$ cat config.mk
export PLATFORM = sky130hd
export DESIGN_NAME = i2c_fifo_slave
export DESIGN_NICKNAME = d
export VERILOG_FILES = /design/src/rtl/i2cs_pkg.sv /design/src/rtl/i2cs_glitch_filter.sv /design/src/rtl/i2cs_fifo.sv /design/src/rtl/i2c_fifo_slave.sv
export SDC_FILE = /design/constraint.sdc
export NUM_CORES = 1
export LEC_CHECK = 0
export BUFFER_PORTS_ARGS = -buffer_cell sky130_fd_sc_hd__buf_2
export CELL_PAD_IN_SITES_DETAIL_PLACEMENT = 1
export CELL_PAD_IN_SITES_GLOBAL_PLACEMENT = 2
export CORE_ASPECT_RATIO = 1.2
export CORE_MARGIN = 4
export CORE_UTILIZATION = 36
export DETAILED_ROUTE_END_ITERATION = 10
export PLACE_DENSITY_LB_ADDON = 0.1
export SYNTH_ARGS = -nofsm -noshare
export SYNTH_HDL_FRONTEND = slang
export SYNTH_SLANG_ARGS = --single-unit
export TNS_END_PERCENT = 30
$ cat constraint.sdc
create_clock -name clk -period 2.9 [get_ports clk]
set_input_delay 0.58 -clock clk [delete_from_list [all_inputs] [get_ports clk]]
set_output_delay 0.58 -clock clk [all_outputs]
set_load 0.02 [all_outputs]
$ cat src/rtl/i2cs_pkg.sv
package i2cs_pkg;
  typedef enum logic [2:0] {
    S_IDLE,
    S_RX,
    S_ACK,
    S_TX,
    S_MACK
  } slv_state_e;

  localparam int CLR_UNDER = 0;
  localparam int CLR_OVER  = 1;
  localparam int CLR_GC    = 2;

  localparam int GC_CMD_RESET = 'h06;
  localparam int GC_CMD_ID    = 'h04;
endpackage

$ cat src/rtl/i2cs_glitch_filter.sv
module i2cs_glitch_filter #(
  parameter int N = 2
) (
  input  logic         clk,
  input  logic         rst_n,
  input  logic [N-1:0] din,
  output logic [N-1:0] dout
);
  for (genvar g = 0; g < N; g++) begin : g_line
    logic [2:0] pipe_q;
    logic       val_q;
    logic       val_n;

    // Two synchronizer flops, then one history flop; change only on agreement.
    assign val_n = (pipe_q[2] == pipe_q[1]) ? pipe_q[1] : val_q;

    always_ff @(posedge clk or negedge rst_n) begin
      if (!rst_n) begin
        pipe_q <= 3'b111;
        val_q  <= 1'b1;
      end else begin
        pipe_q <= {pipe_q[1:0], din[g]};
        val_q  <= val_n;
      end
    end

    assign dout[g] = val_q;
  end
endmodule

$ cat src/rtl/i2cs_fifo.sv
module i2cs_fifo #(
  parameter int DW    = 8,
  parameter int DEPTH = 2
) (
  input  logic          clk,
  input  logic          rst_n,
  input  logic          push,
  input  logic [DW-1:0] wdata,
  input  logic          pop,
  output logic [DW-1:0] rdata,
  output logic          full,
  output logic          empty
);
  localparam int AW = (DEPTH > 1) ? $clog2(DEPTH) : 1;
  localparam int CW = $clog2(DEPTH + 1);
  localparam logic [AW-1:0] PTR_LAST = AW'(DEPTH - 1);
  localparam logic [CW-1:0] CNT_FULL = CW'(DEPTH);

  logic [DW-1:0] mem_q [DEPTH];
  logic [AW-1:0] wp_q, rp_q, wp_n, rp_n;
  logic [CW-1:0] cnt_q, cnt_n;
  logic          do_push, do_pop;

  assign full    = (cnt_q == CNT_FULL);
  assign empty   = (cnt_q == '0);
  assign do_push = push && !full;
  assign do_pop  = pop && !empty;
  assign rdata   = mem_q[rp_q];

  always_comb begin
    wp_n  = wp_q;
    rp_n  = rp_q;
    cnt_n = cnt_q;
    if (do_push) wp_n = (wp_q == PTR_LAST) ? '0 : wp_q + AW'(1);
    if (do_pop)  rp_n = (rp_q == PTR_LAST) ? '0 : rp_q + AW'(1);
    if (do_push && !do_pop)      cnt_n = cnt_q + CW'(1);
    else if (do_pop && !do_push) cnt_n = cnt_q - CW'(1);
  end

  always_ff @(posedge clk or negedge rst_n) begin
    if (!rst_n) begin
      wp_q  <= '0;
      rp_q  <= '0;
      cnt_q <= '0;
      for (int i = 0; i < DEPTH; i++) mem_q[i] <= '0;
    end else begin
      wp_q  <= wp_n;
      rp_q  <= rp_n;
      cnt_q <= cnt_n;
      if (do_push) mem_q[wp_q] <= wdata;
    end
  end
endmodule

$ cat src/rtl/i2c_fifo_slave.sv
module i2c_fifo_slave
  import i2cs_pkg::*;
#(
  parameter int DW         = 8,
  parameter int FIFO_DEPTH = 2
) (
  input  logic          clk,
  input  logic          rst_n,
  input  logic          scl_i,
  input  logic          sda_i,
  output logic          scl_oe,
  output logic          sda_oe,
  input  logic [DW-2:0] own_addr,
  input  logic          sw_nack,
  input  logic          hold_req,
  input  logic [DW-1:0] tx_data,
  input  logic          tx_push,
  output logic          tx_full,
  output logic [DW-1:0] rx_data,
  input  logic          rx_pop,
  output logic          rx_req,
  input  logic [2:0]    clr_flags,
  output logic          st_underflow,
  output logic          st_overflow,
  output logic          st_gcall,
  output logic [1:0]    gcid,
  output logic          if_reset,
  output logic          irq
);
  localparam int CW = $clog2(DW + 1);
  localparam logic [CW-1:0] CNT_FULL = CW'(DW);
  localparam logic [CW-1:0] CNT_LAST = CW'(DW - 1);

  // Reset: asserted asynchronously, released on the clock.
  logic [1:0] rsync_q;
  logic       rst_ni;
  always_ff @(posedge clk or negedge rst_n) begin
    if (!rst_n) rsync_q <= 2'b00;
    else        rsync_q <= {rsync_q[0], 1'b1};
  end
  assign rst_ni = rsync_q[1];

  // Line conditioning and edge / condition detection.
  logic scl_f, sda_f, scl_d, sda_d;
  i2cs_glitch_filter #(.N(2)) u_filt (
    .clk  (clk),
    .rst_n(rst_ni),
    .din  ({sda_i, scl_i}),
    .dout ({sda_f, scl_f})
  );

  always_ff @(posedge clk or negedge rst_ni) begin
    if (!rst_ni) begin
      scl_d <= 1'b1;
      sda_d <= 1'b1;
    end else begin
      scl_d <= scl_f;
      sda_d <= sda_f;
    end
  end

  logic scl_rise, scl_fall, bus_start, bus_stop;
  assign scl_rise  = scl_f & ~scl_d;
  assign scl_fall  = ~scl_f & scl_d;
  assign bus_start = scl_f & scl_d & sda_d & ~sda_f;
  assign bus_stop  = scl_f & scl_d & ~sda_d & sda_f;

  // Queues.
  logic          tx_pop, tx_empty, rx_push, rx_full, rx_empty;
  logic [DW-1:0] tx_q;
  logic [DW-1:0] sh_q, sh_n;

  i2cs_fifo #(.DW(DW), .DEPTH(FIFO_DEPTH)) u_txq (
    .clk(clk), .rst_n(rst_ni), .push(tx_push), .wdata(tx_data),
    .pop(tx_pop), .rdata(tx_q), .full(tx_full), .empty(tx_empty)
  );

  i2cs_fifo #(.DW(DW), .DEPTH(FIFO_DEPTH)) u_rxq (
    .clk(clk), .rst_n(rst_ni), .push(rx_push), .wdata(sh_q),
    .pop(rx_pop), .rdata(rx_data), .full(rx_full), .empty(rx_empty)
  );

  // Sequencer state.
  slv_state_e    st_q, st_n;
  logic [CW-1:0] cnt_q, cnt_n;
  logic [DW-1:0] txsh_q, txsh_n, txlast_q, txlast_n;
  logic          sda_oe_q, sda_oe_n;
  logic          first_q, first_n, rd_q, rd_n;
  logic          gcc_q, gcc_n, gc0_q, gc0_n;
  logic          und_q, und_n, ovf_q, ovf_n, gc_q, gc_n, ifr_q, ifr_n;
  logic [1:0]    gcid_q, gcid_n, gc_val;
  logic          set_und, set_ovf, set_gc;
  logic          addr_hit, gc_hit;

  assign addr_hit = (sh_q[DW-1:1] == own_addr);
  assign gc_hit   = (sh_q[DW-1:1] == '0);

  always_comb begin
    st_n     = st_q;
    cnt_n    = cnt_q;
    sh_n     = sh_q;
    txsh_n   = txsh_q;
    txlast_n = txlast_q;
    sda_oe_n = sda_oe_q;
    first_n  = first_q;
    rd_n     = rd_q;
    gcc_n    = gcc_q;
    gc0_n    = gc0_q;
    tx_pop   = 1'b0;
    rx_push  = 1'b0;
    set_und  = 1'b0;
    set_ovf  = 1'b0;
    set_gc   = 1'b0;
    gc_val   = 2'd0;
    ifr_n    = 1'b0;

    if (bus_start) begin
      st_n     = S_RX;
      cnt_n    = '0;
      first_n  = 1'b1;
      rd_n     = 1'b0;
      gcc_n    = 1'b0;
      sda_oe_n = 1'b0;
    end else if (bus_stop) begin
      st_n     = S_IDLE;
      sda_oe_n = 1'b0;
    end else begin
      case (st_q)
        S_RX: begin
          if (scl_rise && cnt_q != CNT_FULL) begin
            sh_n  = {sh_q[DW-2:0], sda_f};
            cnt_n = cnt_q + CW'(1);
          end else if (scl_fall && cnt_q == CNT_FULL) begin
            if (first_q) begin
              if (addr_hit && sh_q[0]) begin
                if (tx_empty) begin
                  st_n = S_IDLE;
                end else begin
                  tx_pop   = 1'b1;
                  txsh_n   = tx_q;
                  txlast_n = tx_q;
                  rd_n     = 1'b1;
                  sda_oe_n = 1'b1;
                  st_n     = S_ACK;
                end
              end else if (addr_hit || gc_hit) begin
                rd_n     = 1'b0;
                gcc_n    = gc_hit;
                gc0_n    = ~sh_q[0];
                sda_oe_n = 1'b1;
                st_n     = S_ACK;
              end else begin
                st_n = S_IDLE;
              end
            end else begin
              st_n = S_ACK;
              if (gcc_q) begin
                gcc_n    = 1'b0;
                sda_oe_n = 1'b1;
                if (gc0_q && sh_q == DW'(GC_CMD_RESET)) begin
                  set_gc = 1'b1;
                  gc_val = 2'd1;
                  ifr_n  = 1'b1;
                end else if (gc0_q && sh_q == DW'(GC_CMD_ID)) begin
                  set_gc = 1'b1;
                  gc_val = 2'd2;
                end
              end else if (sw_nack) begin
                sda_oe_n = 1'b0;
              end else if (rx_full) begin
                set_ovf = 1'b1;
              end else begin
                rx_push  = 1'b1;
                sda_oe_n = 1'b1;
              end
            end
          end
        end
        S_ACK: begin
          if (scl_fall) begin
            first_n = 1'b0;
            cnt_n   = '0;
            if (rd_q) begin
              st_n     = S_TX;
              sda_oe_n = ~txsh_q[DW-1];
            end else begin
              st_n     = S_RX;
              sda_oe_n = 1'b0;
            end
          end
        end
        S_TX: begin
          if (scl_fall) begin
            if (cnt_q == CNT_LAST) begin
              st_n     = S_MACK;
              sda_oe_n = 1'b0;
            end else begin
              cnt_n    = cnt_q + CW'(1);
              txsh_n   = {txsh_q[DW-2:0], 1'b0};
              sda_oe_n = ~txsh_q[DW-2];
            end
          end
        end
        S_MACK: begin
          if (scl_rise) begin
            if (sda_f) begin
              st_n = S_IDLE;
            end else if (!tx_empty) begin
              tx_pop   = 1'b1;
              txsh_n   = tx_q;
              txlast_n = tx_q;
            end else begin
              txsh_n  = txlast_q;
              set_und = 1'b1;
            end
          end else if (scl_fall) begin
            st_n     = S_TX;
            cnt_n    = '0;
            sda_oe_n = ~txsh_q[DW-1];
          end
        end
        default: ;
      endcase
    end

    und_n  = set_und | (und_q & ~clr_flags[CLR_UNDER]);
    ovf_n  = set_ovf | (ovf_q & ~clr_flags[CLR_OVER]);
    gc_n   = set_gc  | (gc_q  & ~clr_flags[CLR_GC]);
    gcid_n = set_gc ? gc_val : (clr_flags[CLR_GC] ? 2'd0 : gcid_q);
  end

  always_ff @(posedge clk or negedge rst_ni) begin
    if (!rst_ni) begin
      st_q     <= S_IDLE;
      cnt_q    <= '0;
      sh_q     <= '0;
      txsh_q   <= '0;
      txlast_q <= '0;
      sda_oe_q <= 1'b0;
      first_q  <= 1'b0;
      rd_q     <= 1'b0;
      gcc_q    <= 1'b0;
      gc0_q    <= 1'b0;
      und_q    <= 1'b0;
      ovf_q    <= 1'b0;
      gc_q     <= 1'b0;
      gcid_q   <= 2'd0;
      ifr_q    <= 1'b0;
    end else begin
      st_q     <= st_n;
      cnt_q    <= cnt_n;
      sh_q     <= sh_n;
      txsh_q   <= txsh_n;
      txlast_q <= txlast_n;
      sda_oe_q <= sda_oe_n;
      first_q  <= first_n;
      rd_q     <= rd_n;
      gcc_q    <= gcc_n;
      gc0_q    <= gc0_n;
      und_q    <= und_n;
      ovf_q    <= ovf_n;
      gc_q     <= gc_n;
      gcid_q   <= gcid_n;
      ifr_q    <= ifr_n;
    end
  end

  logic is_idle;
  assign is_idle      = (st_q == S_IDLE);
  assign sda_oe       = sda_oe_q;
  assign scl_oe       = hold_req & ~is_idle;
  assign rx_req       = ~rx_empty;
  assign st_underflow = und_q;
  assign st_overflow  = ovf_q;
  assign st_gcall     = gc_q;
  assign gcid         = gcid_q;
  assign if_reset     = ifr_q;
  assign irq          = rx_req | und_q | ovf_q | gc_q;
endmodule

; Yosys cells after proc, flatten, opt, wreduce, memory -nomap -nowiden
; Cells that the tools add are included.
[classes]
n_lt_le_gt_ge = 6
div_mod_pow = 0
bitwise_logic = 37
eq_ne = 44
reduce_logical = 51
mux = 160
shifts = 0
n_mul = 0
add_sub_neg = 9
[ops]
columns = cell, n
row1 = $mux 8, 22
row2 = $mux 1, 91
row3 = $mux 2, 18
row4 = $mux 3, 12
row5 = $bwmux 16, 2
row6 = $ne 4x4->1 const B, 8
row7 = $mux 4, 7
row8 = $pmux 8 s3, 1
row9 = $ne 2x2->1 const B, 11
row10 = $ne 3x3->1 const B, 6
row11 = $reduce_bool 2->1, 9
row12 = $demux 8 s1, 2
row13 = $eq 8x3->1 const B, 2
row14 = $not 1->1, 16
row15 = $pmux 4 s4, 1
row16 = $pmux 8 s2, 1
row17 = $reduce_and 8->1, 2
row18 = $logic_and 1x1->1, 15
row19 = $ne 6x6->1 const B, 2
row20 = $pmux 3 s4, 1
row21 = $reduce_and 12->1, 1
row22 = $reduce_and 6->1, 2
row23 = $and 1x1->1, 11
row24 = $reduce_and 10->1, 1
row25 = 34 further kinds, 63
[word_totals]
inputBits = 26
register_bits = 94
out_inout_bits = 19
memories = 0
romBits = 0
mem_bits_rw = 0
latchBits = 0
wordCells = 339

; Depth between registers and ports, before layout
[depth]
word_depth = 15
ltp_mapped = 12
depth_no_buf = 10

; Hierarchy
; Synthesis repeated with hierarchy kept, for this count alone.
[unflattened]
cells_unflattened = 393
hier_area_um2 = 4689.5
[modules_own_cells]
columns = mod, area_per_inst_um2, n_inst, cells_per_inst
row1 = i2c_fifo_slave, 2657.5, 1, 261
row2 = i2cs_fifo, 892.1, 2, 60
row3 = i2cs_glitch_filter, 247.7, 1, 12

; Worst setup path before layout
; No wires, ideal clock.
[synth_timing]
path_type = input to register
startpoint = input port own_addr[5]
endpoint = register u_txq.cnt_q[1]
path_slack_ps = 561
arrival_time_ps = 2260
n_path_buf = 1
required_ps = 2821
stages = 8
path_cell_list = xor2_1 -> nor4_2 -> nand3_1 -> o21a_1 -> buf_4 -> ha_1 -> nor2_1 -> xor2_1
[synth_via]
elab_chain_cells = 13
word_cells_on_any_way = 15
[synth_lines]
columns = item, line
row1 = start: declaration, i2c_fifo_slave.sv:13  ; input logic [DW-2:0] own_addr,
row2 = $eq 7x7->1 (*), i2c_fifo_slave.sv:95  ; assign addr_hit = (sh_q[DW-1:1] == own_addr);
row3 = $logic_and 1x1->1 (*), i2c_fifo_slave.sv:135  ; if (addr_hit && sh_q[0]) begin
row4 = $mux 1 (*), i2c_fifo_slave.sv:135
row5 = $mux 1 (*), i2c_fifo_slave.sv:134  ; if (first_q) begin
row6 = $mux 1 (*), i2c_fifo_slave.sv:133  ; end else if (scl_fall && cnt_q == CNT_FULL) begin
row7 = $mux 1 (*), i2c_fifo_slave.sv:130  ; if (scl_rise && cnt_q != CNT_FULL) begin
row8 = $pmux 1 s2 (*), i2c_fifo_slave.sv:128  ; case (st_q)
row9 = $mux 1 (*), i2c_fifo_slave.sv:124  ; end else if (bus_stop) begin
row10 = $mux 1 (*), i2c_fifo_slave.sv:117  ; if (bus_start) begin
row11 = $logic_and 1x1->1 (*), i2cs_fifo.sv:27  ; assign do_pop = pop && !empty;
row12 = $logic_not 1->1, i2cs_fifo.sv:36  ; if (do_push && !do_pop) cnt_n = cnt_q + CW'(1);
row13 = $logic_and 1x1->1, i2cs_fifo.sv:36
row14 = $mux 2 or $reduce_bool 2->1 (tied branches), --
row15 = end signal: assignment, i2cs_fifo.sv:49  ; cnt_q <= cnt_n;
row16 = end: declaration, i2cs_fifo.sv:21  ; logic [CW-1:0] cnt_q, cnt_n;
; Mark *: on every way between the ends. The rest lies on a longest branch, timed or not.
; A chain may end at the register's enable or synchronous reset.

; Final worst setup path
[layout_timing]
startpoint = register st_q[1]
endpoint = register txsh_q[7]
[layout_via]
elab_chain_cells = 3
word_cells_on_any_way = 15
[layout_lines]
columns = item, line
row1 = start: declaration, i2c_fifo_slave.sv:84  ; slv_state_e st_q, st_n;
row2 = start signal: assignment, i2c_fifo_slave.sv:250  ; st_q <= st_n;
row3 = "$eq 3x3->1, or another cell as far along", i2c_fifo_slave.sv:128
row4 = $ne 2x2->1 (no source line) or $reduce_bool 3->1 (tied branches), --
row5 = $reduce_and 12->1 (no source line), --
row6 = end signal: assignment, i2c_fifo_slave.sv:253  ; txsh_q <= txsh_n;
row7 = end: declaration, i2c_fifo_slave.sv:86  ; logic [DW-1:0] txsh_q, txsh_n, txlast_q, txlast_n;
; Parallel ways exist; a longest one is shown, timed or not.

==> out/results.ini <==
[sta]
max_freq_mhz=402
hold_viol_final=0
tns_ns=0
slew_headroom_pct=49.7
slew_violations=0
tightest_slew_ns=0.752
fin_crit_ns=2.49
whs_ns=0.331
fin_crit_sh_pct=85.7
skew_ns=0.00932
setup_viol=0
rsz0062_at_grt=false

[setup_path]
critical_path.max_fanout=11
worst-setup-path-type=reg -> reg
end_kind=flop
max_stage_delay_ns=0.59
crit_slowest_cell=dfrtp_1
r2r_cells=5
path_buf_inv=0
path_cells=nand2b_1 > nor2_1 > nor2_1 > a221o_1 > mux2_2
crit_family=simple AND/OR/NAND/NOR gates
required_ns=3.13
critPathArrivalTime_ns=2.72
cp-start-kind=flop
crit_start=st_q[1]$_DFFE_PN0P_
path_depth=5
cpMostUsedCell=nor2_1
r2r_start=st_q[1]$_DFFE_PN0P_

[logic_synthesis]
synth-seq-cells=94
ys_seq_area_share_pct=50.7
yosysTopAreaCellShare_pct=45.1
ys_types=61
synthXorXnorAreaFrac_pct=3.38
synth_mux_area_share_pct=17.9
ys_async_sr_fraction_pct=100
netlist.top_cell.by_area=dfrtp_1
ys_warn_count=0
synthCells=401
synth_area_um2=4660
ys_top_cells_by_area=dfrtp_1, mux2_2, dfstp_2, xor2_1, nor2_1
synth_top_family_by_area=multiplexers
synthAdderAreaFrac_pct=2.31
synth_compound_area_share_pct=9.85
yosys.area_share.simple_pct=12.6
syn_nets=434
syn_area_per_cell_um2=11.6
yosys_most_used_dff=dfrtp_1
synth-edff-count=0

[placement]
gp_congestion=0.822
port_buffers=44
hpwl_um=8460

[clocking]
cts_tree=done
cts-root-buf=clkbuf_16
clock-sinks=94
numCtsBuffers=9
clock_latency_ns=0.35
postCtsSetupRepairBufs=0
holdBufCountCts=1
cts.path.max_buffers=2
h-tree-depth=3
cts_resized=0
path_clk_slew_ns=0.07

[global_routing]
grt.total_usage_pct=16.0
grt-ovfl-total=0
first_global_vias=3524
antenna_found_initial=0
grt_max_degree=52
grt_pass1_wl_um=18700

[power_and_ir_drop]
irDropWorstVdd_mv=0.376
power_density_nw_per_um2=922
p_leak_uw=0.00253

[die]
boundaryPins=45
num_rows=45
die_h_um=133
start_util_pct=36.8
coreArea_um2=12700
dieArea_um2=14800
fp.dieW_um=112

[status]
status=finished, final reports clean

[cells_and_area]
drive_above_1_share_pct=35.2
num_antenna_cells=0
nNetsFinal=483
area_growth_syn_to_layout_pct=16.2
fillCellCount=1402

[flow_run]
drv_cap=0

[drt]
drt-total-wl_um=11300
num_vias=3224
drt_iter0_drc=104
firstDrtPassIters=4
wl_per_cell_um=18.3
drtAntennaViolNets=0
drc=0
viasPerCell=5.21

[min_path]
hold_depth=1
hp-start=scl_i
min_path_type=in -> reg

-- kinds of logic (layout without fill, tap and decap cells) --
group / Yosys count / after routing
multiplexers: 75 / 75
flip-flops: 94 / 94
XOR/XNOR: 18 / 18
other: 1 / 1
buffers and inverters: 36 / 90
AO/OA/AOI/OAI: 60 / 60
AND/OR/NAND/NOR: 108 / 108
adder cells (fa/ha/maj): 9 / 9
-- final timing paths --
path,end,slack [ns]
min,u_filt.g_line[0].pipe_q[0]$_DFF_PN1_,0.33
max in group asynchronous,scl_d$_DFF_PN1_,1.77
max,txsh_q[7]$_DFFE_PN0P_,0.41
min reg2reg,u_filt.g_line[1].pipe_q[1]$_DFF_PN1_,0.36
min in group asynchronous,st_gcall$_DFF_PN0_,0.40
max reg2reg,txsh_q[7]$_DFFE_PN0P_,0.41
-- worst reg2reg max path, stage by stage (launching register included) --
cell and delay [ns]:
dfrtp_1 0.59, nand2b_1 0.33, nor2_1 0.55, nor2_1 0.27, a221o_1 0.37, mux2_2 0.26
-- cells in the mapped netlist, types with 3 or more instances --
| library cell | number |
|---|---|
| a211oi_1 | 5 |
| a21oi_1 | 7 |
| a221o_1 | 5 |
| a31oi_1 | 5 |
| buf_2 | 3 |
| clkbuf_1 | 12 |
| dfrtp_1 | 84 |
| dfstp_2 | 10 |
| ha_1 | 7 |
| inv_1 | 18 |
| mux2_2 | 67 |
| mux2i_1 | 7 |
| nand2_1 | 17 |
| nand2b_1 | 6 |
| nand3_1 | 13 |
| nand3b_1 | 5 |
| nand4_1 | 6 |
| nor2_1 | 26 |
| nor2b_1 | 4 |
| nor3_1 | 9 |
| o21a_1 | 3 |
| o21ai_0 | 7 |
| o31ai_1 | 3 |
| o41ai_1 | 3 |
| or2_2 | 4 |
| or4_1 | 3 |
| xnor2_1 | 6 |
| xor2_1 | 12 |
-- report_power, final --
group	internal (uW)	switching, uW	leakage [uW]
logic	839	861	0.00122
registers	1690	410	0.00117
clock network	670	520	0.000142
total	3200	1790	0.00253
-- cells in the final DEF, fill, tap and decap left out, types with 3 or more instances in the layout --
| cell | count |
|---|---|
| o21a_1 | 3 |
| ha_1 | 7 |
| nand4_1 | 6 |
| xor2_1 | 12 |
| clkbuf_16 | 9 |
| nand3_1 | 13 |
| buf_4 | 10 |
| a211oi_1 | 5 |
| o31ai_1 | 3 |
| nand2_1 | 17 |
| dfrtp_1 | 83 |
| inv_1 | 18 |
| mux2_2 | 67 |
| nor3_1 | 9 |
| or2_2 | 4 |
| xnor2_1 | 6 |
| nor2b_1 | 4 |
| mux2i_1 | 7 |
| a21oi_1 | 7 |
| nand3b_1 | 5 |
| nand2b_1 | 6 |
| or4_1 | 3 |
| o41ai_1 | 3 |
| o21ai_0 | 7 |
| a31oi_1 | 5 |
| nor2_1 | 26 |
| a221o_1 | 5 |
| dfstp_2 | 10 |
| buf_2 | 44 |
-- routing by layer --
| layer | GRT usage [%] | share of wire (%) | vias to the layer above | wire length, um |
|---|---|---|---|---|
| met3 | 3.11 | 2.7 | 14 | 306 |
| met5 | 0 | 0 | - | 0 |
| met2 | 28.9 | 54 | 39 | 6100 |
| met4 | 6.02 | 1.8 | 0 | 208 |
| li1 | - | - | 1546 | - |
| met1 | 18.7 | 42 | 1625 | 4730 |
-- flip-flops by register name (all words and copies together), names as in the netlist, 3 cells and up --
register	count
st_q	3
txlast_q	8
txsh_q	8
u_txq.mem_q	16
u_filt.g_line.pipe_q	6
u_rxq.mem_q	16
cnt_q	4
sh_q	8
-- stage by stage --
stage	worst slack, ns	instances	cell area (um^2)	util [%]	power (uW)
after floorplan	0.105	401	4660	-	3320
after global placement	0.450	602	5110	40.3	3810
after detailed placement	0.426	602	5110	40.3	3860
after CTS	0.416	619	5410	42.7	5080
after global routing	0.236	619	5410	42.7	5360
final	0.415	619	5410	42.7	4990
-- layout make-up --
cell class                 count  area [um^2]  area share, %
clock inverter                 7         72.6           1.34
timing repair buffer          56          325           6.01
multi-input combinational    271         2150           39.7
inverter                      18         67.6           1.25
clock buffer                   9          225           4.16
tap                          164          205           3.79
sequential                    94         2370           43.7
No activity file was read; power rests on OpenSTA's default activity.
